`src/rtl/vga_pageflip_fb.sv`:
```
module vga_pageflip_fb #(
  parameter int H_ACTIVE = 640,
  parameter int H_FP     = 16,
  parameter int H_SYNC   = 96,
  parameter int H_BP     = 48,
  parameter int V_ACTIVE = 480,
  parameter int V_FP     = 10,
  parameter int V_SYNC   = 2,
  parameter int V_BP     = 33,
  parameter int BIN_SHIFT = 2,
  parameter int X_BITS   = 8,
  parameter int Y_BITS   = 7,
  parameter int MEM_AW   = 17
) (
  input  logic              clk,
  input  logic              rst_n,
  input  logic              host_we,
  input  logic [1:0]        host_sel,
  input  logic [7:0]        host_wdata,
  output logic [MEM_AW-1:0] bank0_addr,
  output logic [7:0]        bank0_wdata,
  input  logic [7:0]        bank0_rdata,
  output logic              bank0_we,
  output logic [MEM_AW-1:0] bank1_addr,
  output logic [7:0]        bank1_wdata,
  input  logic [7:0]        bank1_rdata,
  output logic              bank1_we,
  output logic [3:0]        vga_r,
  output logic [3:0]        vga_g,
  output logic [3:0]        vga_b,
  output logic              vga_hs_n,
  output logic              vga_vs_n
);
  localparam int HT  = H_ACTIVE + H_FP + H_SYNC + H_BP;
  localparam int VT  = V_ACTIVE + V_FP + V_SYNC + V_BP;
  localparam int HCW = $clog2(HT);
  localparam int VCW = $clog2(VT);
  localparam int HS0 = H_ACTIVE + H_FP;
  localparam int HS1 = HS0 + H_SYNC;
  localparam int VS0 = V_ACTIVE + V_FP;
  localparam int VS1 = VS0 + V_SYNC;

  logic              pix_en, front, swap_pend, wr_go;
  logic [HCW-1:0]    hcnt;
  logic [VCW-1:0]    vcnt;
  logic [X_BITS-1:0] x_q;
  logic [Y_BITS-1:0] y_q;
  logic [7:0]        d_q;

  wire line_end  = hcnt == HCW'(HT - 1);
  wire active    = (hcnt < HCW'(H_ACTIVE)) && (vcnt < VCW'(V_ACTIVE));
  wire hs_on     = (hcnt >= HCW'(HS0)) && (hcnt < HCW'(HS1));
  wire vs_on     = (vcnt >= VCW'(VS0)) && (vcnt < VCW'(VS1));
  wire enter_vbl = pix_en && line_end && (vcnt == VCW'(V_ACTIVE - 1));

  wire [X_BITS-1:0] dx = X_BITS'(hcnt >> BIN_SHIFT);
  wire [Y_BITS-1:0] dy = Y_BITS'(vcnt >> BIN_SHIFT);
  wire [MEM_AW-1:0] disp_addr = MEM_AW'({dy, dx});
  wire [MEM_AW-1:0] wr_addr   = MEM_AW'({y_q, x_q});
  wire [7:0]        pix       = front ? bank1_rdata : bank0_rdata;

  assign bank0_addr  = front ? wr_addr : disp_addr;
  assign bank1_addr  = front ? disp_addr : wr_addr;
  assign bank0_wdata = d_q;
  assign bank1_wdata = d_q;
  assign bank0_we    = wr_go & front;
  assign bank1_we    = wr_go & ~front;

  always_ff @(posedge clk) begin
    if (!rst_n) begin
      pix_en <= 1'b0; hcnt <= '0; vcnt <= '0;
      front <= 1'b0; swap_pend <= 1'b0; wr_go <= 1'b0;
      x_q <= '0; y_q <= '0; d_q <= '0;
      vga_r <= '0; vga_g <= '0; vga_b <= '0;
      vga_hs_n <= 1'b1; vga_vs_n <= 1'b1;
    end else begin
      pix_en <= ~pix_en;
      if (pix_en) begin
        vga_r    <= active ? {pix[7:5], pix[7]} : 4'd0;
        vga_g    <= active ? {pix[4:2], pix[4]} : 4'd0;
        vga_b    <= active ? {pix[1:0], pix[1:0]} : 4'd0;
        vga_hs_n <= ~hs_on;
        vga_vs_n <= ~vs_on;
        if (line_end) begin
          hcnt <= '0;
          vcnt <= (vcnt == VCW'(VT - 1)) ? '0 : vcnt + 1'b1;
        end else begin
          hcnt <= hcnt + 1'b1;
        end
      end
      if (enter_vbl && swap_pend) begin
        front     <= ~front;
        swap_pend <= 1'b0;
      end
      wr_go <= host_we && (host_sel == 2'd2);
      if (host_we) begin
        case (host_sel)
          2'd0: x_q <= host_wdata[X_BITS-1:0];
          2'd1: y_q <= host_wdata[Y_BITS-1:0];
          2'd2: d_q <= host_wdata;
          default: swap_pend <= 1'b1;
        endcase
      end
    end
  end

  p_one_bank_write_r3: assert property (@(posedge clk) disable iff (!rst_n)
    !(bank0_we && bank1_we));

  p_write_follows_data_r3: assert property (@(posedge clk) disable iff (!rst_n)
    (host_we && host_sel == 2'd2) |=> (bank0_we || bank1_we));

  p_count_hold_r2: assert property (@(posedge clk) disable iff (!rst_n)
    !pix_en |=> ($stable(hcnt) && $stable(vcnt)));

  p_black_in_sync_r7: assert property (@(posedge clk) disable iff (!rst_n)
    (!vga_hs_n || !vga_vs_n) |-> ({vga_r, vga_g, vga_b} == 12'd0));

  p_flip_at_vblank_r8: assert property (@(posedge clk) disable iff (!rst_n)
    (front != $past(front)) |-> (hcnt == '0 && vcnt == VCW'(V_ACTIVE)));
endmodule

```
`config.mk`:
```
export PLATFORM = sky130hd
export DESIGN_NAME = vga_pageflip_fb
export DESIGN_NICKNAME = d
export VERILOG_FILES = /design/src/rtl/vga_pageflip_fb.sv
export SDC_FILE = /design/constraint.sdc
export NUM_CORES = 1
export LEC_CHECK = 0
export ABC_CLOCK_PERIOD_IN_PS = 2400
export BUFFER_PORTS_ARGS = -buffer_cell sky130_fd_sc_hd__buf_4
export CORE_ASPECT_RATIO = 2
export CORE_MARGIN = 5
export CORE_UTILIZATION = 50
export CTS_CLUSTER_DIAMETER = 40
export CTS_CLUSTER_SIZE = 30
export DETAILED_ROUTE_END_ITERATION = 6
export PLACE_DENSITY = 0.79
export SLEW_MARGIN = 15
export SYNTH_ARGS = -nofsm -noshare
export SYNTH_HDL_FRONTEND = slang
export SYNTH_SLANG_ARGS = --single-unit
```
`constraint.sdc`:
```
create_clock -name clk -period 2.4 [get_ports clk]
set_input_delay 0.48 -clock clk [delete_from_list [all_inputs] [get_ports clk]]
set_output_delay 0.48 -clock clk [all_outputs]
set_load 0.03 [all_outputs]
```
Word-level counts from Yosys, hierarchy flattened
Index checks and enable logic that the tools add are counted.
{"block": "op_classes", "eq_ne": 5, "bitwise_logic": 6, "n_mux": 11, "n_lt_le_gt_ge": 6, "n_reduce_logical": 13, "n_addsub": 2}
{"op": "$mux 15", "n": 2}
{"op": "$add 10x1->10 const B", "n": 2}
{"op": "$eq 10x10->1 const B", "n": 2}
{"op": "$lt 10x10->1 const B", "n": 2}
{"op": "$lt 10x9->1 const B", "n": 2}
{"op": "$mux 10", "n": 2}
{"op": "$mux 4", "n": 3}
{"op": "$eq 10x9->1 const B", "n": 1}
{"op": "$ge 10x10->1 const B", "n": 1}
{"op": "$ge 10x9->1 const B", "n": 1}
{"op": "$mux 8", "n": 1}
{"op": "$reduce_and 2->1", "n": 4}
{"op": "$logic_and 1x1->1", "n": 7}
{"op": "$not 1->1", "n": 4}
{"op": "$mux 1", "n": 3}
{"op": "$reduce_or 3->1", "n": 1}
{"op": "$and 1x1->1", "n": 2}
{"op": "$eq 2x1->1 const B", "n": 1}
{"op": "$eq 2x2->1 const B", "n": 1}
{"op": "$logic_not 2->1", "n": 1}
{"block": "totals", "output_inout_bits": 66, "ff_bits": 61, "elab_cells": 57, "input_bits": 29}

Depth between registers and ports, before layout
Gate-level depths: netlist of the first run.
{"block": "logic_depth", "word_depth": 7, "depth_mapped": 6, "depth_no_buf": 6}

Least setup slack after synthesis of the first run
No wires, ideal clock.
{"block": "synth_path", "kind": "flip-flop to flip-flop", "from": "reg hcnt[0]", "to": "reg front", "synth_period_minus_slack_ns": 2.061, "setup_ns": 0.070, "arrival_ns": 1.991, "n_path_buf": 1, "stages_incl_launch_ff": 7, "slack_ns": 0.339, "required_time_ns": 2.330, "path_cell_list": "dfxtp_1 ha_1 nand4bb_1 buf_2 or4_4 or4_1 a21oi_1"}
{"block": "synth_via", "elab_chain_cells": 4}
{"item": "start, declared", "line_no": "44", "source": "logic [HCW-1:0] hcnt;"}
{"item": "start signal, assigned", "line_no": "88", "source": "hcnt <= hcnt + 1'b1;"}
{"item": "$eq 10x10->1", "line_no": "50", "source": "wire line_end = hcnt == HCW'(HT - 1);"}
{"item": "$logic_and 1x1->1 (2 in series)", "line_no": "54", "source": "wire enter_vbl = pix_en && line_end && (vcnt == VCW'(V_ACTIVE - 1));"}
{"item": "$logic_and 1x1->1", "line_no": "91", "source": "if (enter_vbl && swap_pend) begin"}
{"item": "end signal, assigned", "line_no": "92", "source": "front <= ~front;"}
{"item": "end, declared", "line_no": "43", "source": "logic pix_en, front, swap_pend, wr_go;"}
Every way passes these cells.
A chain may end at the register's enable or synchronous reset.

Worst setup path in the final report of the first run
{"block": "layout_path", "from": "reg front", "to": "out bank1_addr[2]"}
{"block": "layout_via", "elab_chain_cells": 1}
{"item": "$mux 15", "line_no": "63", "source": "assign bank1_addr = front ? disp_addr : wr_addr;"}
{"item": "end, declared", "line_no": "24", "source": "output logic [MEM_AW-1:0] bank1_addr,"}
Every way passes these cells.

==> results of run 1 <==
==> cell families (layout without fill, tap and decap cells) <==
family / Yosys count / after routing / synth area share (%)
simple gates: 122 / 122 / 20.40
compound gates: 37 / 37 / 6.727
buf+inv: 47 / 127 / 8.581
flops: 57 / 57 / 39.33
xor+xnor: 13 / 13 / 3.924
fa+ha+maj: 4 / 4 / 1.725
mux: 52 / 52 / 19.19
other cells: 1 / 4 / 0.1292
==> layout make-up <==
cell class                      count  area share [%]
Multi-Input combinational cell    232           39.44
Clock buffer                        9           5.833
Sequential cell                    57           29.59
Tap cell                           61           1.977
Inverter                            9          0.8749
Clock inverter                      7           2.463
Timing Repair Buffer              102           19.83
==> worst max-delay path by stage <==
stage / cells past startpoint / start / end / slack [ps]
floorplan: 6 / hcnt[0] / front / 340
global placement: 5 / hcnt[0] / front / 240
detailed placement: 5 / hcnt[0] / front / 190
CTS: 2 / front / bank0_addr[10] / 140
global route: 5 / hcnt[0] / front / 60
finish: 2 / front / bank1_addr[2] / 160
==> state kept, by name (all words and copies together) (netlist names) <==
signal / cells
vga_g: 3
vga_vs_n: 1
front: 1
hcnt: 10
vga_hs_n: 1
wr_go: 1
x_q: 8
y_q: 7
vga_r: 3
pix_en: 1
bank0_wdata: 8
swap_pend: 1
vcnt: 10
vga_b: 2
==> placed cells by master, fill, tap and decap left out, types with 2 or more instances in the layout <==
cell       synthesis  final
xor2_1             6      6
bufinv_16          0      2
nor2_1            37     37
nand2_1           37     37
nor4_1             6      6
mux2i_1           23     23
nor3_1             3      3
inv_1              9      9
and3_1             2      2
mux2_2            29     29
xnor2_1            7      7
o21ai_0           16     16
conb_1             1      4
or4_1              2      2
nor4bb_1           2      2
buf_4             17    102
ha_1               4      4
nand4_1           11     11
or3_1              5      5
a21oi_1           16     16
clkinv_4           0      2
nand3_1            8      8
clkbuf_16          0      9
dfxtp_1           57     56
clkinv_2           0      2
==> metal layers <==
layer	up-vias	global-route usage (%)	wire, um
met3	19	5.635	564
met4	0	8.062	192
met1	1210	21.52	2703
met2	106	36.65	4225
met5	-	0	0
li1	1288	-	-
==> through the flow <==
| stage | area (um^2) | setup slack (ps) |
|---|---|---|
| final | 3861 | 156.2 |
| after global routing | 3861 | 62.54 |
| after CTS | 3861 | 144.8 |
| after detailed placement | 3541 | 193.7 |
| after global placement | 3541 | 244.5 |
| after floorplan | 2913 | 338.6 |
==> power by group through the flow <==
stage               Clock, W  Combinational, W  Sequential, W
finish               0.00135          0.000246        0.00100
global route         0.00141          0.000264        0.00101
CTS                  0.00136          0.000248        0.00100
detailed placement         0          0.000246        0.00102
global placement           0          0.000243        0.00102
floorplan                  0          0.000134        0.00104
==> worst reg2reg max path, delay by kind of cell, from the launching register on <==
kind                       cells  cell delay, ps
AOI/OAI and AO/OA              1             160
adders and majority gates      1             250
DFF                            1             420
and+or+nand+nor                3            1340
==> results.md, run 1 <==
* TritonCTS buffer count at 9
* Port bufs at 90
* Pwr Total at 0.002597 W
* Syn_area_per_cell at 8.713 um^2
* Non-filler instance count after layout at 477
* Distinct cells, synth at 39
* Drt wl/cell at 16.11 um
* Least-Margin Pin Slew at 790.4 ps
* Commonest cells in the netlist: 57 x dfxtp_1, 37 x nand2_1, 37 x nor2_1
* Final Cycle Share at 93.49%
* Setup TNS at 0 ps
* Post-synth top flop: dfxtp_1
* Footprint of the multi-input gates at 1523 um^2
* Die area at 7519 um^2
* Worst-path fanout max at 37
* Setup bufs post-CTS at 0
* CTS Hold Bufs at 0
* Worst path buffer plus inverter count at 1
* DRT antenna net count at 0
* Root buf cell: clkbuf_16
* Int Power at 0.001984 W
* RePlAce Congestion at 0.8827
* Critical path startpoint category: register
* Final Hold Viols at 0
* Hold path start: host_wdata[6]
* Cells after Synth at 333
* Yosys warns at 0
* Max Clk Rate at 0.4457 GHz
* Worst setup path category: reg -> out
* Combinational fraction of design power at 9.5%
* Gr ovfl total at 0
* Vias in the first global route at 2609
* Register area at 1142 um^2
* Num rows at 39
* RSZ-0062 raised after global routing: no
* Crit path max-delay cell type: dfxtp_2
* Antenna Cells at 0
* Die Height at 117.7 um
* Post-cts resize count at 0
* Layout cells sized above 1 at 36.06%
* Fill count at 440
* Req. time, crit path at 1920 ps
* Inst Count DP at 461
* Slew HR at 47.30%
* Die X at 63.87 um
* Final core occ at 68.21%
* Top-count cell post-synth: dfxtp_1
* Hold Crit Depth at 3
* Asr flop ratio synth at 0%
* Min-Delay Endpoint: y_q[6]
* Power per Cell Area at 672.5 nW/um^2
* Via count at 2623
* Net Sw Frac at 23.62%
* I/O Pins at 95
* Max Buffers Root-to-Sink at 2
* Total global-route track usage at 20.39%
* Post-synth EDFFs at 0
* CTS clk-pin slew, worst paths at 50 ps
* HPWL Detailed at 5722 um
* Synth top area share at 39.33%
* Clock share of power at 52.0%
* VDD IR max at 0.6312 mV
* WL final at 7685 um
* Slew Limit Fails at 0
* Final setup viols at 0
* Post-Syn Area at 2902 um^2
* Worst skew pair latency at 320 ps
* Via density at 5.499
* NumNets Final at 444
* Core area at 5660 um^2
* Sequential share of power at 38.6%
* First drt pass iteration count at 4
* Clk sinks at 57
* Period minus WS final at 2244 ps
* Synth Register Bits at 57
* Worst clock skew at 4.101 ps
* Psw at 0.0006132 W
* Worst-path cell chain: mux2_2 -> buf_4
* Reg2reg setup slack at 160 ps
* H-tree depth at 3
* First DRT Iteration DRCs at 118
* Largest net degree at the start of global routing at 38
* Initial antenna violation count at 0
* CTS tree: built
* Global-route wire length before repair at 12410 um
* Initial core utilization at 51.26%
* Worst r2r dst: front
* Pleak at 1.675 nW
* WP data arrival at 1760 ps
* Final hold slack at 419.3 ps
* Synth area leader: dfxtp_1
* Total of max-cap violations at 0
* Critical path's largest stage delay at 840 ps
* Type of the worst min-delay path: in -> reg
* Area contributors post-synth: dfxtp_1 39%, mux2_2 11%, mux2i_1 7.9%
* Detailed-route DRC error count at 0
* R2R Path Start: hcnt[0]
* CP endpoint kind: output pin
* Status: completed
* FF-to-FF path depth at 5
* Top delay family on crit path: flip-flops
* Post-synthesis sequential area ratio at 39.33%
* Layout area overhead at 33.07%
(Power assumes the default switching activity.)
==> run 2: changes to the inputs <==
--- a/config.mk
+++ b/config.mk
@@ -5,6 +5,7 @@
 export SDC_FILE = /design/constraint.sdc
 export NUM_CORES = 1
 export LEC_CHECK = 0
+export ABC_AREA = 1
 export ABC_CLOCK_PERIOD_IN_PS = 2400
 export BUFFER_PORTS_ARGS = -buffer_cell sky130_fd_sc_hd__buf_4
 export CORE_ASPECT_RATIO = 2
@@ -13,7 +14,7 @@
 export CTS_CLUSTER_DIAMETER = 40
 export CTS_CLUSTER_SIZE = 30
 export DETAILED_ROUTE_END_ITERATION = 6
-export PLACE_DENSITY = 0.79
+export PLACE_DENSITY = 0.78
 export SLEW_MARGIN = 15
 export SYNTH_ARGS = -nofsm -noshare
 export SYNTH_HDL_FRONTEND = slang
==> run 2 against run 1 <==
Effect of this change: synthesized area increased by 5.0%; clock-buffer cell count increased by 3; utilization decreased by 2.0 points; die area increased by 4.4%; clock power decreased by 7%; design area increased by 2.1%; sequential power about the same; non-clock buffer count decreased by 9; combinational power increased by 16%; critical path depth increased by 3.
==> results.md, run 2 <==
* Final Cycle Share at 85.44% (-8.1 points)
* Critical path startpoint category: register
* Cells after Synth at 452 (+36%)
* Setup bufs post-CTS at 0 (unchanged)
* Root buf cell: clkbuf_16
* TritonCTS buffer count at 9 (unchanged)
* Final setup viols at 0 (unchanged)
* Layout cells sized above 1 at 25.56% (-10 points)
* Initial antenna violation count at 0 (unchanged)
* Max Clk Rate at 0.4877 GHz (+9.4%)
* NumNets Final at 561 (+26%)
* Top-count cell post-synth: nor2_1
* CTS tree: built
* Status: completed
* Req. time, crit path at 1920 ps (about the same)
* Commonest non-fill, non-tap cell in the layout: buf_4
* HPWL Detailed at 6589 um (+15%)
* Core area at 5956 um^2 (+5.2%)
* Gr ovfl total at 0 (unchanged)
* Post-Syn Area at 3045 um^2 (+5.0%)
* Layout area overhead at 29.50%
* Detailed-route DRC error count at 0 (unchanged)
* Synth Register Bits at 57 (unchanged)
* Non-filler instance count after layout at 595 (+25%)
* Most frequent cells in the layout: 93 x buf_4, 92 x nor2_1, 84 x nand2_1, 71 x o21ai_0, 57 x dfxtp_1
* WP data arrival at 1570 ps (-190 ps)
* Slew HR at 60.62% (+13 points)
* Global-route wire length before repair at 14170 um (+14%)
* Top Registers: hcnt x10, vcnt x10
* Power per Cell Area at 646.7 nW/um^2 (-3.8%)
* I/O Pins at 95 (unchanged)
* Worst clock skew at 6.030 ps (+1.929 ps)
* Post-DP Area at 3647 um^2 (+3.0%)
* Via density at 5.292 (-3.8%)
* RePlAce Congestion at 0.8957 (+1.5%)
* Syn_area_per_cell at 6.738 um^2 (-23%)
* Yosys warns at 0 (unchanged)
* Final Hold Viols at 0 (unchanged)
* Commonest cells in the netlist: 92 x nor2_1, 84 x nand2_1, 71 x o21ai_0
* Least-Margin Pin Slew at 588.5 ps (-201.9 ps)
* Max Buffers Root-to-Sink at 2 (unchanged)
* Worst-path fanout max at 31 (-16%)
* Largest net degree at the start of global routing at 42 (+11%)
* CP endpoint kind: output pin
* CTS clk-pin slew, worst paths at 50 ps (about the same)
* Total global-route track usage at 23.00% (+2.6 points)
* DRT antenna net count at 0 (unchanged)
* H-tree depth at 3 (unchanged)
* Pleak at 1.767 nW (+5.5%)
* First DRT Iteration DRCs at 152 (+29%)
* Setup TNS at 0 ps (unchanged)
* Finished Cell Area at 3944 um^2 (+2.1%)
* Worst skew pair latency at 320 ps (about the same)
* Via count at 3149 (+20%)
* Synth area leader: dfxtp_1
* Inst Count DP at 580 (+26%)
* Initial core utilization at 51.13% (-0.13 points)
* Drt wl/cell at 14.51 um (-9.9%)
* Num rows at 40 (+2.6%)
* Post-synth top flop: dfxtp_1
* Distinct cells, synth at 32 (-18%)
* Fill count at 524 (+19%)
* Post-synthesis sequential area ratio at 37.47% (-1.9 points)
* Clk sinks at 57 (unchanged)
* Post-cts resize count at 0 (unchanged)
* VDD IR max at 0.4857 mV (-23%)
* Synth top area share at 37.47% (-1.9 points)
* Period minus WS final at 2051 ps (-193.2 ps)
* Port bufs at 90 (unchanged)
* Worst setup path category: reg -> out
* First drt pass iteration count at 5 (+1)
* Total of max-cap violations at 0 (unchanged)
* Type of the worst min-delay path: in -> reg
* Final core occ at 66.22% (-2.0 points)
* Vias in the first global route at 3177 (+22%)
* RSZ-0062 raised after global routing: no
* Die Height at 120.4 um (+2.2%)
* Post-synth EDFFs at 0 (unchanged)
* Die area at 7846 um^2 (+4.4%)
* Asr flop ratio synth at 0% (unchanged)
* WL final at 8634 um (+12%)
* Die X at 65.19 um (+2.1%)
* Slew Limit Fails at 0 (unchanged)
* Area contributors post-synth: dfxtp_1 37%, o21ai_0 12%, nor2_1 11%
* Antenna Cells at 0 (unchanged)
* CTS Hold Bufs at 0 (unchanged)
-- run 2: changes by cell type after synthesis, sizes merged, moves of 6 or more --
cell,delta
nor2,+61
o21ai,+54
nand2,+51
inv,+29
mux2,-29
mux2i,-23
nand3,+13
nor3,+9
clkbuf,-7
xnor2,-7
a21oi,-6
-- run 2: worst paths after layout --
path                       from       endpoint  slack, ps  depth (start not counted)
setup reg to reg        hcnt[0]        vcnt[2]        840                          8
setup / recovery          front  bank1_addr[5]        350                          5
hold / removal    host_wdata[7]         x_q[7]        390                          3
hold reg to reg        vga_g[1]       vga_g[1]        460                          2
-- run 2: metal layers --
metal	wire length (um)	global-route usage [%]	vias up	part of all wire, %
met1	3149	22.38	1421	36
met5	0	0	-	0
met4	255	12.60	0	3.0
li1	-	-	1590	-
met3	604	5.948	20	7.0
met2	4624	42.41	118	54
-- run 2: per-stage QoR --
step                power, W  setup WS [ps]  hold WS (ps)
CTS                 0.002572          357.6         378.1
finish              0.002550          349.5         386.0
global route        0.002644          250.1         416.4
detailed placement  0.001314          695.4         450.5
floorplan           0.001205          435.5         453.0
global placement    0.001310          738.9         445.0
-- run 2: logic make-up after synthesis --
family,count (synthesis),synth area share [%]
buf+inv,69,10.81
flops,57,37.47
xor+xnor,5,1.438
simple gates,230,34.06
other cells,1,0.1231
compound gates,86,14.46
fa+ha+maj,4,1.643
-- run 2: layout make-up --
class / instances / area, um^2 / area share (%)
Clock buffer: 12 / 256.5 / 6.504
Timing Repair Buffer: 93 / 698.2 / 17.70
Tap cell: 63 / 78.83 / 1.999
Clock inverter: 3 / 40.04 / 1.015
Inverter: 38 / 142.6 / 3.617
Sequential cell: 57 / 1141 / 28.93
Multi-Input combinational cell: 329 / 1587 / 40.23
-- run 2: critical path, stage by stage (launching register included) --
cell,delay [ps]
dfxtp_1,310
inv_1,190
buf_4,350
nand2_1,90
o21ai_0,110
buf_4,200
-- run 2: where the power goes --
part	switching [W]	leakage (nW)	internal, W	total [W]
sequential	0.0000279	0.464	0.000983	0.00101
clock	0.000407	0.148	0.000848	0.00125
combinational	0.000180	1.15	0.000106	0.000285
